### config.mk
export PLATFORM = sky130hd
export DESIGN_NAME = icache_victim_sel
export DESIGN_NICKNAME = d
export VERILOG_FILES = /design/src/rtl/icache_victim_pkg.sv /design/src/rtl/line_age_ctr.sv /design/src/rtl/age_max_tree.sv /design/src/rtl/icache_victim_sel.sv
export SDC_FILE = /design/constraint.sdc
export NUM_CORES = 1
export LEC_CHECK = 0
export ABC_AREA = 1
export ABC_CLOCK_PERIOD_IN_PS = 2750
export BUFFER_PORTS_ARGS = -buffer_cell sky130_fd_sc_hd__buf_2
export CORE_MARGIN = 8
export CORE_UTILIZATION = 25
export CTS_CLUSTER_SIZE = 28
export DETAILED_ROUTE_END_ITERATION = 8
export GPL_TIMING_DRIVEN = 0
export PLACE_DENSITY = 0.39
export SETUP_SLACK_MARGIN = 0.4
export SYNTH_ARGS = -nofsm -noshare
export SYNTH_HDL_FRONTEND = slang
export SYNTH_SLANG_ARGS = --single-unit
### constraint.sdc
create_clock -name clk -period 2.75 [get_ports clk]
set_clock_uncertainty 0.1 [all_clocks]
set_input_delay 0.1375 -clock clk [delete_from_list [all_inputs] [get_ports clk]]
set_output_delay 0.1375 -clock clk [all_outputs]
set_load 0.01 [all_outputs]
### src/rtl/icache_victim_pkg.sv
package icache_victim_pkg;
  localparam int unsigned NUM_LINES  = 4;
  localparam int unsigned LINE_IDX_W = $clog2(NUM_LINES);
  localparam int unsigned AGE_W      = 5;
  localparam logic [AGE_W-1:0] AGE_MAX = {AGE_W{1'b1}};

  typedef logic [AGE_W-1:0]      age_t;
  typedef logic [LINE_IDX_W-1:0] line_t;

  // increment that stops at the top value
  function automatic age_t age_step(input age_t a);
    return (a == AGE_MAX) ? a : age_t'(a + age_t'(1));
  endfunction

  // returns 1 when candidate b is strictly older than a (ties keep a)
  function automatic logic b_is_older(input age_t a, input age_t b);
    return (b > a);
  endfunction
endpackage

### src/rtl/line_age_ctr.sv
module line_age_ctr
  import icache_victim_pkg::*;
(
  input  logic clk,
  input  logic rst_n,
  input  logic clr,
  input  logic bump,
  output age_t age
);
  age_t age_q;

  always_ff @(posedge clk or negedge rst_n) begin
    if (!rst_n)    age_q <= '0;
    else if (clr)  age_q <= '0;
    else if (bump) age_q <= age_step(age_q);
  end

  assign age = age_q;

  a_r3_clear_on_use: assert property (@(posedge clk) disable iff (!rst_n)
    clr |=> (age == '0));
  a_r3_ages_on_other_miss: assert property (@(posedge clk) disable iff (!rst_n)
    (bump && !clr && age != AGE_MAX) |=> (age == $past(age) + age_t'(1)));
  a_r4_stays_at_top: assert property (@(posedge clk) disable iff (!rst_n)
    (bump && !clr && age == AGE_MAX) |=> (age == AGE_MAX));
  a_r5_hold_when_quiet: assert property (@(posedge clk) disable iff (!rst_n)
    (!bump && !clr) |=> $stable(age));
endmodule

### src/rtl/age_max_tree.sv
module age_max_tree
  import icache_victim_pkg::*;
(
  input  age_t  age0,
  input  age_t  age1,
  input  age_t  age2,
  input  age_t  age3,
  output line_t oldest
);
  // first level: two pairwise compares
  logic  lo_pick, hi_pick;
  age_t  lo_age, hi_age;
  line_t lo_idx, hi_idx;

  always_comb begin
    lo_pick = b_is_older(age0, age1);
    hi_pick = b_is_older(age2, age3);
    lo_age  = lo_pick ? age1 : age0;
    hi_age  = hi_pick ? age3 : age2;
    lo_idx  = lo_pick ? line_t'(1) : line_t'(0);
    hi_idx  = hi_pick ? line_t'(3) : line_t'(2);
  end

  // second level: compare the two winners, ties to the lower pair
  always_comb begin
    oldest = b_is_older(lo_age, hi_age) ? hi_idx : lo_idx;
  end
endmodule

### src/rtl/icache_victim_sel.sv
module icache_victim_sel
  import icache_victim_pkg::*;
(
  input  logic       clk,
  input  logic       rst_n,
  input  logic       fetch_valid,
  input  logic       fetch_hit,
  input  logic [1:0] hit_line,
  input  logic       task_mode,
  input  logic [1:0] task_id,
  output logic [1:0] refill_line,
  output logic       refill_req
);
  logic hit_ev, miss_ev;
  logic [NUM_LINES-1:0] clr_vec, bump_vec;
  age_t ages [NUM_LINES];
  line_t oldest, victim;

  assign hit_ev  = fetch_valid &  fetch_hit;
  assign miss_ev = fetch_valid & ~fetch_hit;

  age_max_tree u_tree (
    .age0(ages[0]), .age1(ages[1]), .age2(ages[2]), .age3(ages[3]),
    .oldest(oldest)
  );

  assign victim = task_mode ? task_id : oldest;

  for (genvar g = 0; g < NUM_LINES; g++) begin : g_line
    assign clr_vec[g]  = (hit_ev  && hit_line == line_t'(g)) ||
                         (miss_ev && victim   == line_t'(g));
    assign bump_vec[g] = miss_ev && (victim != line_t'(g));
    line_age_ctr u_ctr (
      .clk(clk), .rst_n(rst_n),
      .clr(clr_vec[g]), .bump(bump_vec[g]),
      .age(ages[g])
    );
  end

  assign refill_line = victim;
  assign refill_req  = miss_ev;

  a_r2_hit_ages_nobody: assert property (@(posedge clk) disable iff (!rst_n)
    hit_ev |-> ($countones(bump_vec) == 0 && $countones(clr_vec) == 1));
  a_r3_miss_clears_one: assert property (@(posedge clk) disable iff (!rst_n)
    miss_ev |-> ($countones(clr_vec) == 1 && $countones(bump_vec) == NUM_LINES-1));
  a_r5_quiet_cycle: assert property (@(posedge clk) disable iff (!rst_n)
    !fetch_valid |-> ($countones(clr_vec) == 0 && $countones(bump_vec) == 0));
  a_r6_pick_is_oldest: assert property (@(posedge clk) disable iff (!rst_n)
    (refill_req && !task_mode) |->
      (ages[refill_line] >= ages[0] && ages[refill_line] >= ages[1] &&
       ages[refill_line] >= ages[2] && ages[refill_line] >= ages[3]));
  a_r7_task_picks: assert property (@(posedge clk) disable iff (!rst_n)
    (refill_req && task_mode) |-> (refill_line == task_id));
  a_r8_req_only_on_miss: assert property (@(posedge clk) disable iff (!rst_n)
    refill_req |-> (fetch_valid && !fetch_hit));
endmodule

==> results of run 1 <==
## power by group
part	internal, µW	switching, µW
Sequential	386	117
Combinational	1190	1560
Clock	128	99.6
Total	1700	1770
## final timing paths
kind                                              from                endpoint  slack, ns  depth (start not counted)
worst max-delay path            g_line[1].u_ctr.age[4]          refill_line[0]      -0.09                         18
worst min-delay path                       hit_line[0]  g_line[1].u_ctr.age[3]       0.21                          4
worst max register to register  g_line[1].u_ctr.age[4]  g_line[3].u_ctr.age[0]      -0.07                         21
worst min register to register  g_line[2].u_ctr.age[1]  g_line[2].u_ctr.age[1]       0.50                          2
max in group asynchronous                        rst_n  g_line[1].u_ctr.age[2]       1.91                          2
min in group asynchronous                        rst_n  g_line[2].u_ctr.age[3]       0.27                          2
## cells by family (layout without fill, tap and decap cells)
family | after synthesis | in the layout
xor gates and xnor gates | 8 | 8
adders and majority gates | 23 | 23
and+or+nand+nor | 128 | 128
DFF | 20 | 20
buffers and inverters | 38 | 81
AOI/OAI and AO/OA | 16 | 16
## area by class of cell
type | count | area [µm²]
multi-input combinational | 175 | 1390
fill | 761 | 4640
clock buffer | 4 | 55.1
sequential | 20 | 503
timing repair buffer | 39 | 280
tap | 99 | 124
inverter | 38 | 145
## per-layer routing
| layer | part of all wire | vias to the layer above | global-route usage |
|---|---|---|---|
| met5 | 0 | - | 0 |
| met4 | 0.019 | 0 | 0.0412 |
| met3 | 0.035 | 7 | 0.0110 |
| met2 | 0.44 | 24 | 0.158 |
| met1 | 0.50 | 754 | 0.126 |
| li1 | - | 854 | - |
## layout by cell type (no fill, tap or decap), drive strengths merged, types with 5 or more instances in the layout
| master | instances |
|---|---|
| nand2 | 65 |
| buf | 38 |
| inv | 38 |
| nand4 | 23 |
| ha | 23 |
| nor2 | 23 |
| dfrtp | 20 |
| nand3 | 14 |
| o21ai | 11 |
| xor2 | 8 |
| a21oi | 5 |
## critical path: cells and delay by family (launching register included)
kind,cells,cell delay [ns]
compound gates,1,0.05
fa+ha+maj,2,0.58
buf+inv,2,0.18
flops,1,0.43
simple gates,13,1.07
## per-stage QoR
step                      std cells   util  setup WS [ns]  cell area [µm²]  total power [µW]
after floorplan                 233      -          0.149             1850              2100
after global placement          343  0.285         -0.241             2030              2490
after detailed placement        343  0.285         -0.207             2030              2490
after CTS                       369  0.335         -0.131             2390              3270
after global routing            375  0.350         -0.302             2500              3850
final                           375  0.350        -0.0907             2500              3470
## what timing repair did
| item | 4_1_cts | 5_1_grt |
|---|---|---|
| resized for setup | 36 | 15 |
| endpoints found under the setup margin | 22 | 22 |
| hold buffers | 1 | 0 |
| hold endpoints to repair | 20 | 0 |
| setup buffers | 21 | 6 |
| pin swaps | 18 | 20 |
==> metrics, run 1 <==
nets=309; worst vdd ir=0.000385 V; Syn Inst Count=233; Post-Syn Area=1810 µm²; Avg Inst Size Synth=7.79 µm²; final hold violations=0; CTS Buffer Depth=2; largest family of logic cells by synthesized area=simple AND/OR/NAND/NOR gates; H-tree levels=1; I/O pin cnt=12; period utilization=1.03; Post-DRT Antenna Nets=0; root buf cell=clkbuf_8; max reg flops=20; min Tclk post-route=2.84 ns; Initial Util=0.254; Synth Area in XOR/XNOR=0.0386; setup tns final=-0.612 ns; Synth async-reset ratio=1.00; total gr overflow=0; Synthesis Warnings=0; Max Cap Viol=0; Area contributors post-synth=dfrtp_1 28%, ha_1 16%, nand2_1 11%; Routed WL=4730 µm; failing checks=setup timing; top cell type's share of synthesized area=0.276; initial antenna violation count=0; Yosys reg bits=20; hold_ws=0.207 ns; CP Capture Type=output port; layout cells sized above 1=0.431; Rows=31; crit-path max FO=8; Slew HR=0.672; Pleak=0.00123 µW; die width=101 µm; routed vias=1639; die height=101 µm; HPWL after DPL=3410 µm; Synth Net Count=265; largest stage delay on the critical path=0.43 ns; Vias/cell=4.37; die area=10200 µm²; PortBufs=11; first-pass GRT wire length=7850 µm; synth unique cells=22; Synth Area in Adders=0.159; Max Freq=352 MHz; CP arrival=2.60 ns; critical path type=flop to output port; clk slew on worst S/H paths=0.07 ns; total clock sinks=20; Pwr Density=1390 nW/µm²; clk_lat worst skew=0.26 ns; drt wl/cell=12.6 µm; DRC=0; Synth Area in Compound Gates=0.0524; core area=7140 µm²; Worst Tran Pin Value=0.492 ns; vias in the first global route=1720; Critical-path top delay cell=dfrtp_1; largest area contributor in the netlist=dfrtp_1; CP startpoint kind=flop; Synth Area in Simple Gates=0.396; gr usage total=0.0968; diode count=0; GPL Wtd Cong=0.747; Synth-to-Final Area Change=37.8%; most frequent cell after synthesis=nand2_1; Post-synth top cells=51 x nand2_1, 34 x inv_1, 23 x ha_1, 23 x nand4_1, 20 x dfrtp_1; CTS tree=built; Slew Viols, Final=0; DRT Pass-1 Iters=4; EDFF count, synth=0; run status=finished with violations; critical path's most frequent cell=nand2_2; Hold Crit Class=primary input to flop; largest net degree at the start of global routing=21; WP data required=2.51 ns; Final setup viols=19; Inserted Clock Buffers=3; crit-path cells=ha_4 > nand2_4 > nor2_4 > nand2_1 > nand3_2 > nand2_4 > nand2_2 > o21ai_2 > ha_1 > nand2_2 > nor2_4 > nand2_2 > nand3_4 > nand3_4 > inv_2 > nand2_2 > nand3_4 > buf_6; post-synthesis sequential area ratio=0.276; worst setup margin=-0.0907 ns; RSZ-0062 raised after global routing=yes; drt initial violations=48; post-synthesis mux area share=0; Top FF cell, synth=dfrtp_1
Power figures use the tool's default switching activity.
==> run 2: changes to the inputs <==
- ABC_CLOCK_PERIOD_IN_PS: 2750 -> 2550
- BUFFER_PORTS_ARGS: -buffer_cell sky130_fd_sc_hd__buf_2 -> -buffer_cell sky130_fd_sc_hd__buf_4
- SLEW_MARGIN: unset -> 5
- clock period: 2.75 -> 2.55 ns (I/O delays scaled with it)
==> run 2 against run 1 <==
Effect of this change: the flow still finishes with violations (setup timing); first-iteration DRC count rose by 56%; sequential share of layout area down 0.64 points; largest cell class unchanged; final cell count is 0.27% higher; critical endpoint is now g_line[1].u_ctr.age[0]; register-to-register slack worse by 0.26 ns; cell area is 3.8% higher; flip-flop and latch count stayed put; non-clock buffer count grew 1.
==> metrics, run 2 (synthesis results as in run 1) <==
worst setup path startpoint=g_line[0].u_ctr.age[4]; Synth-to-Final Area Change=43.0%; Rows=31 (unchanged); routed vias=1623 (-0.98%); critical path's most frequent cell=nand2_4; Slew Viols, Final=0 (unchanged); max reg flops=20 (unchanged); failing checks=setup timing; final hold violations=0 (unchanged); Critical-path top delay cell=dfrtp_1; Routed WL=4670 µm (-1.1%); Worst Tran Pin Value=0.386 ns (-0.106 ns); drt wl/cell=12.4 µm (-1.3%); delay-heaviest family, CP=simple AND/OR/NAND/NOR gates; I/O pin cnt=12 (unchanged); nets=310 (+0.32%); Post-DRT Antenna Nets=0 (unchanged); # fillers=801 (+5.3%); GPL Wtd Cong=0.770 (+3.1%); clk slew on worst S/H paths=0.08 ns (about the same); CP Capture Type=flop; commonest cells after routing, fill and taps aside=39 x nand2_1, 34 x buf_4, 26 x inv_1, 23 x nand4_1, 17 x ha_1; HPWL after DPL=3450 µm (+1.2%); core area=7140 µm² (unchanged); PortBufs=11 (unchanged); Final Instance Count excl. Fillers=376 (+0.27%); CTS Buffer Depth=2 (unchanged); clk_lat worst skew=0.26 ns (about the same); period utilization=1.13; Initial Util=0.254 (unchanged); crit-path max FO=7 (-1); Final setup viols=22 (+3); CTS tree=built; first-pass GRT wire length=7840 µm (-0.18%); DRC=0 (unchanged); layout cells sized above 1=0.437 (+0.00566); DR top layer=met4; die area=10200 µm² (unchanged); largest stage delay on the critical path=0.41 ns (-0.02 ns); critical path type=flop to flop; run status=finished with violations; vias in the first global route=1599 (-7.0%); drt initial violations=75 (+56%); Buf+Inv Stages, Crit Path=3 (+1); Vias/cell=4.32 (-1.2%); gr usage total=0.0971 (+0.000287); H-tree levels=1 (unchanged); worst setup margin=-0.334 ns (-0.243 ns); Placed Instances=343 (unchanged); CP arrival=2.97 ns (+0.37 ns); diode count=0 (unchanged); WP data required=2.64 ns (+0.13 ns); die height=101 µm (unchanged); total gr overflow=0 (unchanged); M1 WL=2490 µm (+4.8%); RSZ-0062 raised after global routing=yes; CP startpoint kind=flop; min Tclk post-route=2.88 ns; Max Cap Viol=0 (unchanged); root buf cell=clkbuf_8; metal2 WL=2030 µm (-3.1%); initial antenna violation count=0 (unchanged); die width=101 µm (unchanged); R2R Path Start=g_line[0].u_ctr.age[4]; Slew HR=0.742 (+0.0698); met3 routed WL=105 µm (-37%); crit-path cells=inv_2 > ha_4 > nand2_4 > nor2_4 > nand2_2 > nand3_4 > nand2_8 > nand2_4 > o21ai_2 > ha_1 > nand2_2 > nor2_4 > nand2_2 > nand3_4 > nand3_4 > buf_6 > nand2_4 > nor2_4 > buf_4 > nand2_4 > nand2_4 > nor3_4; most common cell after layout, fill and taps aside=nand2_1; Max Freq=347 MHz; largest net degree at the start of global routing=21 (unchanged); Inserted Clock Buffers=3 (unchanged); DRT Pass-1 Iters=4 (unchanged); Hold Crit Class=primary input to asynchronous set/reset pin; total clock sinks=20 (unchanged)
-- run 2: area by class of cell --
| type | instances | area (µm²) | area share |
|---|---|---|---|
| Clock inverter | 1 | 30.0 | 0.0116 |
| Sequential cell | 20 | 505 | 0.195 |
| Clock buffer | 3 | 41.3 | 0.0159 |
| Inverter | 38 | 145 | 0.0559 |
| Timing Repair Buffer | 40 | 330 | 0.127 |
| Multi-Input combinational cell | 175 | 1420 | 0.547 |
| Tap cell | 99 | 124 | 0.0477 |
-- run 2: metal layers --
metal,up-vias,global-route usage
met5,-,0
met4,0,0.0309
met3,2,0.0103
met2,20,0.148
met1,743,0.139
li1,858,-
-- run 2: worst register-to-register path: stages, from the launching register on --
cell and delay (ns):
dfrtp_1 0.41, inv_2 0.06, ha_4 0.28, nand2_4 0.06
nor2_4 0.13, nand2_2 0.08, nand3_4 0.10, nand2_8 0.09
nand2_4 0.06, o21ai_2 0.05, ha_1 0.28, nand2_2 0.07
nor2_4 0.13, nand2_2 0.07, nand3_4 0.08, nand3_4 0.10
buf_6 0.14, nand2_4 0.07, nor2_4 0.05, buf_4 0.14
nand2_4 0.06, nand2_4 0.07, nor3_4 0.11
-- run 2: path summary, 6_finish.rpt --
kind	endpoint	depth (start not counted)	slack, ns
setup reg to reg	g_line[1].u_ctr.age[0]	22	-0.33
min in group clk	g_line[1].u_ctr.age[1]	4	0.19
setup / recovery	g_line[1].u_ctr.age[0]	22	-0.33
hold reg to reg	g_line[3].u_ctr.age[4]	2	0.50
max in group asynchronous	g_line[1].u_ctr.age[3]	2	1.91
hold / removal	g_line[2].u_ctr.age[2]	2	0.19
-- run 2: what timing repair did --
action,4_1_cts,5_1_grt
hold buffers,1,0
gates resized for setup,38,23
setup endpoints to repair,22,22
endpoints found under the hold margin,20,0
buffers inserted,15,13
pin swaps,20,25
-- run 2: metrics by stage --
stage,hold slack [ns],cell area (µm²),utilization,setup TNS [ns],setup WS (ns)
after global routing,0.228,2590,0.364,-10.18,-0.521
after floorplan,-0.268,1850,-,-0.621,-0.0513
after global placement,-0.0634,2060,0.289,-8.45,-0.429
after CTS,0.189,2410,0.337,-7.09,-0.394
after detailed placement,-0.0652,2060,0.289,-8.85,-0.453
final,0.188,2590,0.364,-6.04,-0.334
Power of run 2 is left out: the tool's default activity adds up to more than one toggle a clock period on the data nets, which glitch-free logic cannot reach.
